`src/rtl/stripe_mon_pkg.sv`:
```
package stripe_mon_pkg;

  typedef enum logic {
    PH_LEARN = 1'b0,
    PH_CHECK = 1'b1
  } phase_e;

  // Bit expected in the next position: the current run value, inverted
  // when the run has just reached its full width.
  function automatic logic f_expected(input logic cur_val, input logic run_full);
    return run_full ? ~cur_val : cur_val;
  endfunction

endpackage

```
`src/rtl/stripe_tracker.sv`:
```
module stripe_tracker
  import stripe_mon_pkg::*;
#(
  parameter int unsigned CW = 6
) (
  input  logic          clk,
  input  logic          rst_n,
  input  logic          start_i,
  input  logic          bit_i,
  input  logic          hold_i,
  output logic          miss_o,
  output logic          lock_o,
  output logic          flip_o,
  output phase_e        phase_o,
  output logic [CW-1:0] width_o,
  output logic [CW-1:0] run_o
);

  localparam logic [CW-1:0] RUN_MAX = {CW{1'b1}};
  localparam logic [CW-1:0] RUN_ONE = CW'(1);

  function automatic logic [CW-1:0] f_sat_inc(input logic [CW-1:0] v);
    return (v == RUN_MAX) ? v : v + RUN_ONE;
  endfunction

  phase_e        phase_q, phase_d, phase_eff;
  logic [CW-1:0] width_q, width_d;
  logic [CW-1:0] run_q, run_d, run_eff;
  logic          exp_q, exp_d, exp_now;

  always_comb begin
    phase_eff = start_i ? PH_LEARN : phase_q;
    run_eff   = start_i ? '0 : run_q;
    phase_d   = phase_eff;
    width_d   = width_q;
    run_d     = run_eff;
    exp_d     = exp_q;
    exp_now   = exp_q;
    miss_o    = 1'b0;
    lock_o    = 1'b0;
    flip_o    = 1'b0;
    if (phase_eff == PH_LEARN) begin
      if (bit_i) begin
        run_d = f_sat_inc(run_eff);
      end else if (run_eff == '0) begin
        miss_o = 1'b1;
      end else begin
        lock_o  = 1'b1;
        width_d = run_eff;
        phase_d = PH_CHECK;
        exp_d   = 1'b0;
        run_d   = RUN_ONE;
      end
    end else begin
      flip_o  = (run_eff == width_q);
      exp_now = f_expected(exp_q, flip_o);
      miss_o  = (bit_i != exp_now);
      exp_d   = exp_now;
      run_d   = flip_o ? RUN_ONE : run_eff + RUN_ONE;
    end
  end

  always_ff @(posedge clk or negedge rst_n) begin
    if (!rst_n) begin
      phase_q <= PH_LEARN;
      width_q <= '0;
      run_q   <= '0;
      exp_q   <= 1'b0;
    end else if (!hold_i) begin
      phase_q <= phase_d;
      width_q <= width_d;
      run_q   <= run_d;
      exp_q   <= exp_d;
    end
  end

  assign phase_o = phase_q;
  assign width_o = width_q;
  assign run_o   = run_q;

  // in the checking phase the run length stays within 1..width
  p_run_bound_r4: assert property (@(posedge clk) disable iff (!rst_n)
    (phase_q == PH_CHECK) |-> (run_q >= RUN_ONE && run_q <= width_q));

  // locking the width leaves a non-zero width and the checking phase
  p_lock_width_r4: assert property (@(posedge clk) disable iff (!rst_n)
    (lock_o && !hold_i) |=> (width_q != '0 && phase_q == PH_CHECK));

  // a completed run flips the expected bit
  p_flip_toggle_r4: assert property (@(posedge clk) disable iff (!rst_n)
    (flip_o && !hold_i && !start_i && phase_q == PH_CHECK) |=> (exp_q != $past(exp_q)));

  // the learning counter advances by one without wrapping
  p_learn_count_r8: assert property (@(posedge clk) disable iff (!rst_n)
    (!hold_i && !start_i && phase_q == PH_LEARN && bit_i && run_q != RUN_MAX)
      |=> (run_q == $past(run_q) + RUN_ONE));

endmodule

```
`src/rtl/stripe_verdict.sv`:
```
module stripe_verdict (
  input  logic clk,
  input  logic rst_n,
  input  logic start_i,
  input  logic miss_i,
  output logic fail_o,
  output logic ok_o
);

  logic fail_q, fail_d;

  always_comb begin
    fail_d = start_i ? miss_i : (fail_q | miss_i);
  end

  // Reset leaves the monitor idle: failed until the first start strobe.
  always_ff @(posedge clk or negedge rst_n) begin
    if (!rst_n) fail_q <= 1'b1;
    else        fail_q <= fail_d;
  end

  assign fail_o = fail_q;
  assign ok_o   = ~fail_q;

  // failure persists while no strobe arrives
  p_sticky_fail_r5: assert property (@(posedge clk) disable iff (!rst_n)
    (fail_q && !start_i) |=> fail_q);

  // a strobe whose bit matches gives a passing verdict
  p_restart_clear_r6: assert property (@(posedge clk) disable iff (!rst_n)
    (start_i && !miss_i) |=> ok_o);

endmodule

```
`src/rtl/stripe_prefix_mon.sv`:
```
module stripe_prefix_mon
  import stripe_mon_pkg::*;
#(
  parameter int unsigned MAX_LEN = 32
) (
  input  logic clk,
  input  logic rst_n,
  input  logic start_i,
  input  logic bit_i,
  output logic prefix_ok_o
);

  localparam int unsigned CW = $clog2(MAX_LEN + 1);

  logic          miss_evt;
  logic          lock_evt;
  logic          flip_evt;
  logic          fail_st;
  logic          hold_trk;
  phase_e        phase_st;
  logic [CW-1:0] width_st;
  logic [CW-1:0] run_st;

  assign hold_trk = fail_st & ~start_i;

  stripe_tracker #(.CW(CW)) u_tracker (
    .clk     (clk),
    .rst_n   (rst_n),
    .start_i (start_i),
    .bit_i   (bit_i),
    .hold_i  (hold_trk),
    .miss_o  (miss_evt),
    .lock_o  (lock_evt),
    .flip_o  (flip_evt),
    .phase_o (phase_st),
    .width_o (width_st),
    .run_o   (run_st)
  );

  stripe_verdict u_verdict (
    .clk     (clk),
    .rst_n   (rst_n),
    .start_i (start_i),
    .miss_i  (miss_evt),
    .fail_o  (fail_st),
    .ok_o    (prefix_ok_o)
  );

  // a strobe with a 0 bit fails at once
  p_first_zero_r2: assert property (@(posedge clk) disable iff (!rst_n)
    (start_i && !bit_i) |=> !prefix_ok_o);

  // a strobe with a 1 bit passes
  p_first_one_r3: assert property (@(posedge clk) disable iff (!rst_n)
    (start_i && bit_i) |=> prefix_ok_o);

  // a low verdict stays low without a strobe
  p_hold_low_r5: assert property (@(posedge clk) disable iff (!rst_n)
    (!prefix_ok_o && !start_i) |=> !prefix_ok_o);

endmodule

```
`config.mk`:
```
export PLATFORM = sky130hd
export DESIGN_NAME = stripe_prefix_mon
export DESIGN_NICKNAME = d
export VERILOG_FILES = /design/src/rtl/stripe_mon_pkg.sv /design/src/rtl/stripe_tracker.sv /design/src/rtl/stripe_verdict.sv /design/src/rtl/stripe_prefix_mon.sv
export SDC_FILE = /design/constraint.sdc
export NUM_CORES = 1
export LEC_CHECK = 0
export ABC_AREA = 1
export BUFFER_PORTS_ARGS = -buffer_cell sky130_fd_sc_hd__buf_2
export CORE_UTILIZATION = 25
export DETAILED_ROUTE_END_ITERATION = 12
export SYNTH_ARGS = -nofsm -noshare
export SYNTH_HDL_FRONTEND = slang
export SYNTH_HIERARCHICAL = 1
export SYNTH_SLANG_ARGS = --single-unit
```
`constraint.sdc`:
```
create_clock -name clk -period 1.6 [get_ports clk]
set_input_delay 0.08 -clock clk [delete_from_list [all_inputs] [get_ports clk]]
set_output_delay 0.08 -clock clk [all_outputs]
set_load 0.005 [all_outputs]
```
==> results of run 1 <==
cell usage in the layout, fill, tap and decap left out:
cell type and instances:
clkbuf_8 3, inv_2 3, nand4_1 4, o21ai_1 2, nand2_2 11, nand3_1 18
a31oi_1 1, o21ai_2 6, nor2_2 7, nand2_4 1, a21oi_1 5, dfrtp_1 14
clkbuf_1 1, nand3b_1 1, nand2_1 64, buf_2 4, nor2_1 6, inv_1 22
dlygate4sd3_1 1, dfstp_2 1, inv_4 1, nand3_2 4, nor2_4 2, nor3_4 1
ha_1 1, buf_4 10, o21ai_0 1
final timing paths:
kind,startpoint,to,slack (ps),cells after the start
worst min register to register,u_verdict/fail_o$_DFF_PN1_,u_verdict/fail_o$_DFF_PN1_,480,2
worst max register to register,u_tracker/run_o[1]$_DFFE_PN0N_,u_tracker/width_o[3]$_DFFE_PN0P_,150,10
min in group asynchronous,rst_n,u_tracker/run_o[3]$_DFFE_PN0N_,270,2
worst max-delay path,u_tracker/run_o[1]$_DFFE_PN0N_,u_tracker/width_o[3]$_DFFE_PN0P_,150,10
max in group asynchronous,rst_n,u_verdict/fail_o$_DFF_PN1_,1030,2
worst min-delay path,start_i,u_verdict/fail_o$_DFF_PN1_,160,4
routing by layer:
layer / vias up / part of all wire [%] / routed length, um / track usage (%)
li1: 596 / - / - / -
met1: 512 / 47 / 1369 / 16.48
met2: 21 / 47 / 1354 / 20.63
met3: 7 / 3.6 / 104 / 2.813
met4: 0 / 2.0 / 59 / 5.333
met5: - / 0 / 0 / 0
where the power goes:
part	internal [uW]	total [uW]	switching (uW)
combinational	409	1090	679
clock	177	314	137
sequential	497	581	83.6
total	1080	1980	900
critical path: stages, from the launching register on:
cell     delay, ps
dfrtp_1        370
nand2_1        120
ha_1           160
nand2_1         60
nor2_2         130
nand2_2         90
nand2_2         80
nor3_4          40
buf_4          170
nand2_1         70
o21ai_2         50
state kept, by name, indices dropped and copies added, names as in the netlist:
signal	flops
u_tracker/exp_q	1
u_tracker/width_o	6
u_verdict/fail_o	1
u_tracker/run_o	6
u_tracker/phase_o	1
layout make-up:
class / instances / area [sq um]
Inverter: 26 / 100.1
Multi-Input combinational cell: 135 / 699.4
Tap cell: 52 / 65.06
Sequential cell: 15 / 376.6
Clock buffer: 4 / 45.04
Fill cell: 499 / 3113
Timing Repair Buffer: 15 / 105.1
metrics by stage:
stage / setup WS (ps) / power [uW] / instance area, sq um
after global routing: 23.17 / 2173 / 1391
after floorplan: 183.4 / 1355 / 1205
after detailed placement: 115.9 / 1662 / 1329
after CTS: 88.76 / 1997 / 1384
after global placement: 146.5 / 1656 / 1329
final: 152.3 / 1983 / 1391
timing repair:
item | CTS | global route
hold endpoints to repair | 14 | 0
resized for setup | 0 | 2
hold buffers | 1 | 0
endpoints found under the setup margin | 0 | 1
==> results.json, run 1 <==
{
  "power_leakage_uw": 0.0007299,
  "required_ps": 1740,
  "vdd_ir_drop_max_mv": 0.3249,
  "worstPathArrival_ps": 1590,
  "min_path_type": "input port to register",
  "antenna_found_initial": 0,
  "wire_per_inst_um": 11.69,
  "start_util_pct": 26.75,
  "fin_crit_ps": 1448,
  "max_cap_violations": 0,
  "cellPowerDensity_mw_per_mm2": 1426,
  "rows": 24,
  "die_w_um": 71.43,
  "fin_crit_sh_pct": 90.48,
  "grt_pass1_vias": 1081,
  "clk_path_buf_depth": 2,
  "dp.cells": 242,
  "layout.nets": 201,
  "synth_area_per_cell_sq_um": 6.694,
  "cts-root-buf": "clkbuf_8",
  "status": "complete, no violations",
  "portBuffers": 4,
  "vias": 1136,
  "track_usage_pct": 12.77,
  "grt_max_degree": 16,
  "fmax_mhz": 690.7,
  "io-pin-count": 5,
  "drive_gt1_share_pct": 27.69,
  "worstSkewPairLatency_ps": 250,
  "h-tree-depth": 1,
  "cts.clk_slew.worst_paths_ps": 60,
  "ant_nets": 0,
  "core_sq_mm": 0.004504,
  "place_hpwl_mm": 2.286,
  "postSynthCellCount": 180,
  "path_class": "register to register",
  "dieArea_sq_mm": 0.005102,
  "cp_max_fo": 6,
  "worst_pin_slew_ps": 353.7,
  "wl_mm": 2.887,
  "die_h_um": 71.43,
  "rsz0062_at_grt": "no",
  "gr-total-overflow": 0,
  "drv_slew": 0,
  "tns_ps": 0,
  "gp_congestion": 0.8138,
  "cts_buffers": 3,
  "cts_tree": "yes",
  "slew_headroom_pct": 76.42,
  "setup_viol": 0,
  "avgViaCountPerCell": 4.599,
  "layout.cells.non_filler": 247,
  "finClkSkew_ps": 2.962,
  "yosysWarnings": 6,
  "drc": 0,
  "synth_fp_nets": 185,
  "critical_path.endpoint_type": "register",
  "dr.pass1.iters": 4,
  "worstSetupStartpointType": "register",
  "num_antenna_cells": 0,
  "cts_setup_buffers": 0,
  "drtIter0Drc": 92,
  "syn_area_sq_mm": 0.001205,
  "holdWs_ps": 159.5,
  "area_growth_pct": 15.47,
  "grt_pass1_wl_mm": 4.974,
  "fin_util_pct": 30.89,
  "finalHoldViolations": 0,
  "clock_sinks": 15
}
(Power assumes the default switching activity.)
==> inputs of run 2 (changes only) <==
ABC_AREA = default   (was 1)
==> results.json, run 2 <==
{
  "status": "finished with violations",
  "failed_checks": "negative setup slack",
  "rows": 23,
  "core_sq_mm": 0.004029,
  "antenna_found_initial": 0,
  "drc": 0,
  "setup_slack_ps": -309.5,
  "wire_per_inst_um": 16.64,
  "cp_max_fo": 5,
  "vias": 1234,
  "wl_mm": 3.793,
  "portBuffers": 4,
  "num_antenna_cells": 0,
  "p_int_uw": 1569,
  "die_w_um": 67.15,
  "fin_area_sq_mm": 0.001727,
  "finClkSkew_ps": 7.672,
  "area_growth_pct": 62.74,
  "start_util_pct": 26.34,
  "p_comb_share_pct": 63.9,
  "place_hpwl_mm": 2.098,
  "max_cap_violations": 0,
  "slowest_stage": "dfrtp_2",
  "clk_path_buf_depth": 2,
  "worstPathArrival_ps": 2070,
  "crit_buf_inv": 2,
  "layout.nets": 184,
  "cts_buffers": 3,
  "seqPwrFrac_pct": 23.2,
  "clock_sinks": 15,
  "fmax_mhz": 523.7,
  "drv_slew": 0,
  "fin_crit_ps": 1910,
  "cts-root-buf": "clkbuf_8",
  "clockPowerShare_pct": 12.9,
  "worst_pin_slew_ps": 379.0,
  "setup_viol": 14,
  "r2r_end": "u_tracker/run_o[1]$_DFFE_PN0N_",
  "fin_crit_sh_pct": 119.3,
  "synth_fp_nets": 137,
  "min_from": "bit_i",
  "final_common_cell": "buf_4",
  "crit_family": "compound AO/OA/AOI/OAI gates",
  "min_path_type": "input port to register",
  "drive_gt1_share_pct": 52.25,
  "path_class": "register to register",
  "rsz0062_at_grt": "yes",
  "avgViaCountPerCell": 5.412,
  "ant_nets": 0,
  "h-tree-depth": 1,
  "cts_tree": "yes",
  "grt_max_degree": 16,
  "place_area_sq_mm": 0.001318,
  "worstSetupStartpointType": "register",
  "cellPowerDensity_mw_per_mm2": 1511,
  "power_leakage_uw": 0.0007126,
  "crit_chain": "xnor2_2, a31oi_1, o32a_1, buf_4, nor2_4, buf_6, o22a_1, o31ai_1",
  "postSynthCellCount": 132,
  "holdPathStages": 2,
  "drtIter0Drc": 80,
  "syn_area_sq_mm": 0.001061,
  "dieArea_sq_mm": 0.004508,
  "gp_congestion": 0.8441,
  "vdd_ir_drop_max_mv": 0.8547,
  "grt_pass1_vias": 1210,
  "dr.pass1.iters": 4,
  "critical_path.endpoint_type": "register",
  "cp_slowest_stage_delay_ps": 460,
  "grt_pass1_wl_mm": 5.727,
  "p_switching_uw": 1039,
  "reg2reg_depth": 8,
  "gr-total-overflow": 0,
  "regToRegStartpoint": "u_tracker/run_o[2]$_DFFE_PN0N_",
  "finalHoldViolations": 0,
  "yosysWarnings": 6,
  "synth_area_per_cell_sq_um": 8.038,
  "io-pin-count": 5,
  "die_h_um": 67.15,
  "cts.clk_slew.worst_paths_ps": 70,
  "holdWs_ps": 168.6,
  "track_usage_pct": 17.45,
  "final_cell_mix": "38 x buf_4, 16 x nand2_1, 14 x nor2_1",
  "required_ps": 1770,
  "swShare_pct": 39.84,
  "worstSkewPairLatency_ps": 260,
  "holdPathEnd": "u_tracker/phase_o$_DFFE_PN0N_",
  "slew_headroom_pct": 74.74,
  "rrSetupSlack_ps": -310,
  "tns_ps": -3099
}
==> run 2: worst reg2reg max path, stage by stage (launching register included) <==
cell and delay [ps]:
dfrtp_2 460, xnor2_2 160, a31oi_1 200, o32a_1 280, buf_4 160, nor2_4 30, buf_6 110, o22a_1 170
o31ai_1 230
==> run 2: timing repair <==
item	4_1_cts	5_1_grt
hold endpoints to repair	14	0
gates resized for setup	30	27
hold buffers	1	0
pin swaps	16	18
endpoints found under the setup margin	15	15
gates cloned	1	0
buffers inserted	10	11
==> run 2: worst max-delay path by stage <==
stage | start | endpoint | slack, ps | depth (start not counted)
after global routing | u_tracker/width_o[2]$_DFFE_PN0P_ | u_verdict/fail_o$_DFF_PN1_ | -420 | 7
after global placement | u_tracker/run_o[2]$_DFFE_PN0N_ | u_verdict/fail_o$_DFF_PN1_ | -230 | 7
after CTS | u_tracker/width_o[1]$_DFFE_PN0P_ | u_verdict/fail_o$_DFF_PN1_ | -260 | 7
after floorplan | u_tracker/run_o[1]$_DFFE_PN0N_ | u_verdict/fail_o$_DFF_PN1_ | -240 | 8
final | u_tracker/run_o[2]$_DFFE_PN0N_ | u_tracker/run_o[1]$_DFFE_PN0N_ | -310 | 8
after detailed placement | u_tracker/run_o[2]$_DFFE_PN0N_ | u_verdict/fail_o$_DFF_PN1_ | -340 | 7
==> run 2: per-stage QoR <==
| stage | cells | power [uW] | setup slack, ps | utilization (%) |
|---|---|---|---|---|
| 3_5_place_dp | 202 | 1626 | -337.7 | 32.70 |
| 2_1_floorplan | 132 | 1246 | -235.4 | - |
| 5_1_grt | 228 | 2746 | -421.5 | 42.86 |
| 4_1_cts | 218 | 2228 | -263.3 | 38.70 |
| 3_3_place_gp | 202 | 1600 | -227.0 | 32.70 |
| 6_report | 228 | 2608 | -309.5 | 42.86 |
==> run 2: final cells by class <==
cell class                 count  area (sq um)
timing repair buffer          52         416.7
sequential                    15         382.9
tap                           50         62.56
clock buffer                   4         45.04
multi-input combinational    103         804.5
inverter                       4         15.01
fill                         388          2302
==> run 2: metal layers <==
layer	wire length [um]	vias up	track usage [%]
met5	0	-	0
met4	98	0	11.97
met3	118	11	2.196
met2	1951	30	27.13
met1	1624	623	22.38
li1	-	570	-
==> run 2: power groups by stage <==
stage	clock [uW]	combinational, uW	sequential [uW]
finish	337	1670	604
global route	347	1780	618
CTS	336	1300	589
global placement	0	1020	579
floorplan	0	693	554
detailed placement	0	1040	587
==> inputs of run 3 (changes only) <==
clock period = 2.4 ns   (was 1.6 ns; I/O delays follow)
==> results.json, run 3 (same netlist as run 2, synthesis figures left out) <==
{
  "gr-total-overflow": 0,
  "post_cts_resized": 0,
  "cellPowerDensity_mw_per_mm2": 944.1,
  "core_sq_mm": 0.004029,
  "grt_pass1_wl_mm": 4.105,
  "drtIter0Drc": 72,
  "cp-startpoint": "u_tracker/run_o[0]$_DFFE_PN0N_",
  "layout.nets": 137,
  "crit_chain": "nor4b_1, a22oi_1, a32o_2, nor3_1, nand3b_1, mux2_1, o21bai_2",
  "dr.pass1.iters": 4,
  "rrSetupSlack_ps": 390,
  "power_leakage_uw": 0.0004319,
  "status": "complete, no violations",
  "holdPathEnd": "u_tracker/phase_o$_DFFE_PN0N_",
  "wl_mm": 2.395,
  "avgViaCountPerCell": 5.044,
  "finClkSkew_ps": 2.235,
  "cts.clk_slew.worst_paths_ps": 60,
  "cp_slowest_stage_delay_ps": 460,
  "place_hpwl_mm": 1.697,
  "holdPathStages": 2,
  "worstPathArrival_ps": 2190,
  "track_usage_pct": 12.30,
  "final_cell_mix": "23 x nand2_1, 15 x nor2_1, 14 x dfrtp_1",
  "fillers": 439,
  "area_growth_pct": 8.137,
  "grt_pass1_vias": 874,
  "required_ps": 2580,
  "drv_slew": 0,
  "fin_crit_ps": 2013,
  "final_common_cell": "nand2_1",
  "cp_max_fo": 9,
  "rows": 23,
  "critical_path.endpoint_type": "register",
  "finalHoldViolations": 0,
  "worstSetupStartpointType": "register",
  "cts_buffers": 3,
  "crit_buf_inv": 0,
  "die_w_um": 67.15,
  "rsz0062_at_grt": "no",
  "h-tree-depth": 1,
  "cts_setup_buffers": 0,
  "fmax_mhz": 496.7,
  "worst_pin_slew_ps": 488.2,
  "p_total_uw": 1083,
  "start_util_pct": 26.34,
  "tns_ps": 0,
  "portBuffers": 4,
  "path_class": "register to register",
  "drive_gt1_share_pct": 11.45,
  "reg2reg_depth": 7,
  "fin_crit_sh_pct": 83.89,
  "dieArea_sq_mm": 0.004508,
  "die_h_um": 67.15,
  "regToRegStartpoint": "u_tracker/run_o[0]$_DFFE_PN0N_",
  "wire_per_inst_um": 13.23,
  "num_antenna_cells": 0,
  "antenna_found_initial": 0,
  "cts_tree": "yes",
  "layout.cells.non_filler": 181,
  "dp.cells": 176,
  "max_cap_violations": 0,
  "r2r_end": "u_verdict/fail_o$_DFF_PN1_",
  "grt_max_degree": 16,
  "worstSkewPairLatency_ps": 250,
  "fin_util_pct": 28.48,
  "min_path_type": "input port to register",
  "vias": 913,
  "cts-hold-fix-buffers": 1,
  "slew_headroom_pct": 67.31,
  "gp_congestion": 0.8895,
  "min_from": "bit_i",
  "io-pin-count": 5,
  "vdd_ir_drop_max_mv": 0.4340,
  "drc": 0,
  "clock_sinks": 15,
  "crit_family": "simple AND/OR/NAND/NOR gates",
  "slowest_stage": "dfrtp_1",
  "cts-root-buf": "clkbuf_8",
  "setup_viol": 0,
  "clk_path_buf_depth": 2,
  "ant_nets": 0
}
-- run 3: worst max-delay path by stage --
stage / to / cells after the start
finish: u_verdict/fail_o$_DFF_PN1_ / 7
global route: u_tracker/width_o[0]$_DFFE_PN0P_ / 6
CTS: u_verdict/fail_o$_DFF_PN1_ / 7
detailed placement: u_tracker/width_o[5]$_DFFE_PN0P_ / 8
global placement: u_tracker/width_o[2]$_DFFE_PN0P_ / 8
floorplan: u_verdict/fail_o$_DFF_PN1_ / 8
-- run 3: where the power goes --
part           internal, uW  leakage [uW]  switching [uW]
Clock                   118     0.0000228            90.2
Sequential              324      0.000198            89.8
Combinational           205      0.000211             257
Total                   646      0.000432             437
-- run 3: metal layers --
metal / up-vias / global-route usage (%) / routed length [um]
li1: 466 / - / -
met1: 425 / 16.46 / 1186
met2: 17 / 18.00 / 1070
met3: 5 / 3.716 / 114
met4: 0 / 5.585 / 24
met5: - / 0 / 0
-- run 3: layout make-up --
| cell class | count | area, sq um | area share, % |
|---|---|---|---|
| timing repair buffer | 6 | 37.54 | 3.272 |
| multi-input combinational | 102 | 610.6 | 53.22 |
| sequential | 15 | 376.6 | 32.82 |
| inverter | 4 | 15.01 | 1.309 |
| tap | 50 | 62.56 | 5.453 |
| clock buffer | 4 | 45.04 | 3.926 |
-- run 3: per-stage QoR --
step | hold slack, ps | instance area [sq um] | setup slack, ps
6_report | 175.9 | 1147 | 386.7
3_5_place_dp | 54.38 | 1092 | 264.3
4_1_cts | 163.6 | 1147 | 377.9
2_1_floorplan | -175.6 | 1061 | 472.9
3_3_place_gp | 55.49 | 1092 | 272.1
5_1_grt | 182.4 | 1147 | 228.8
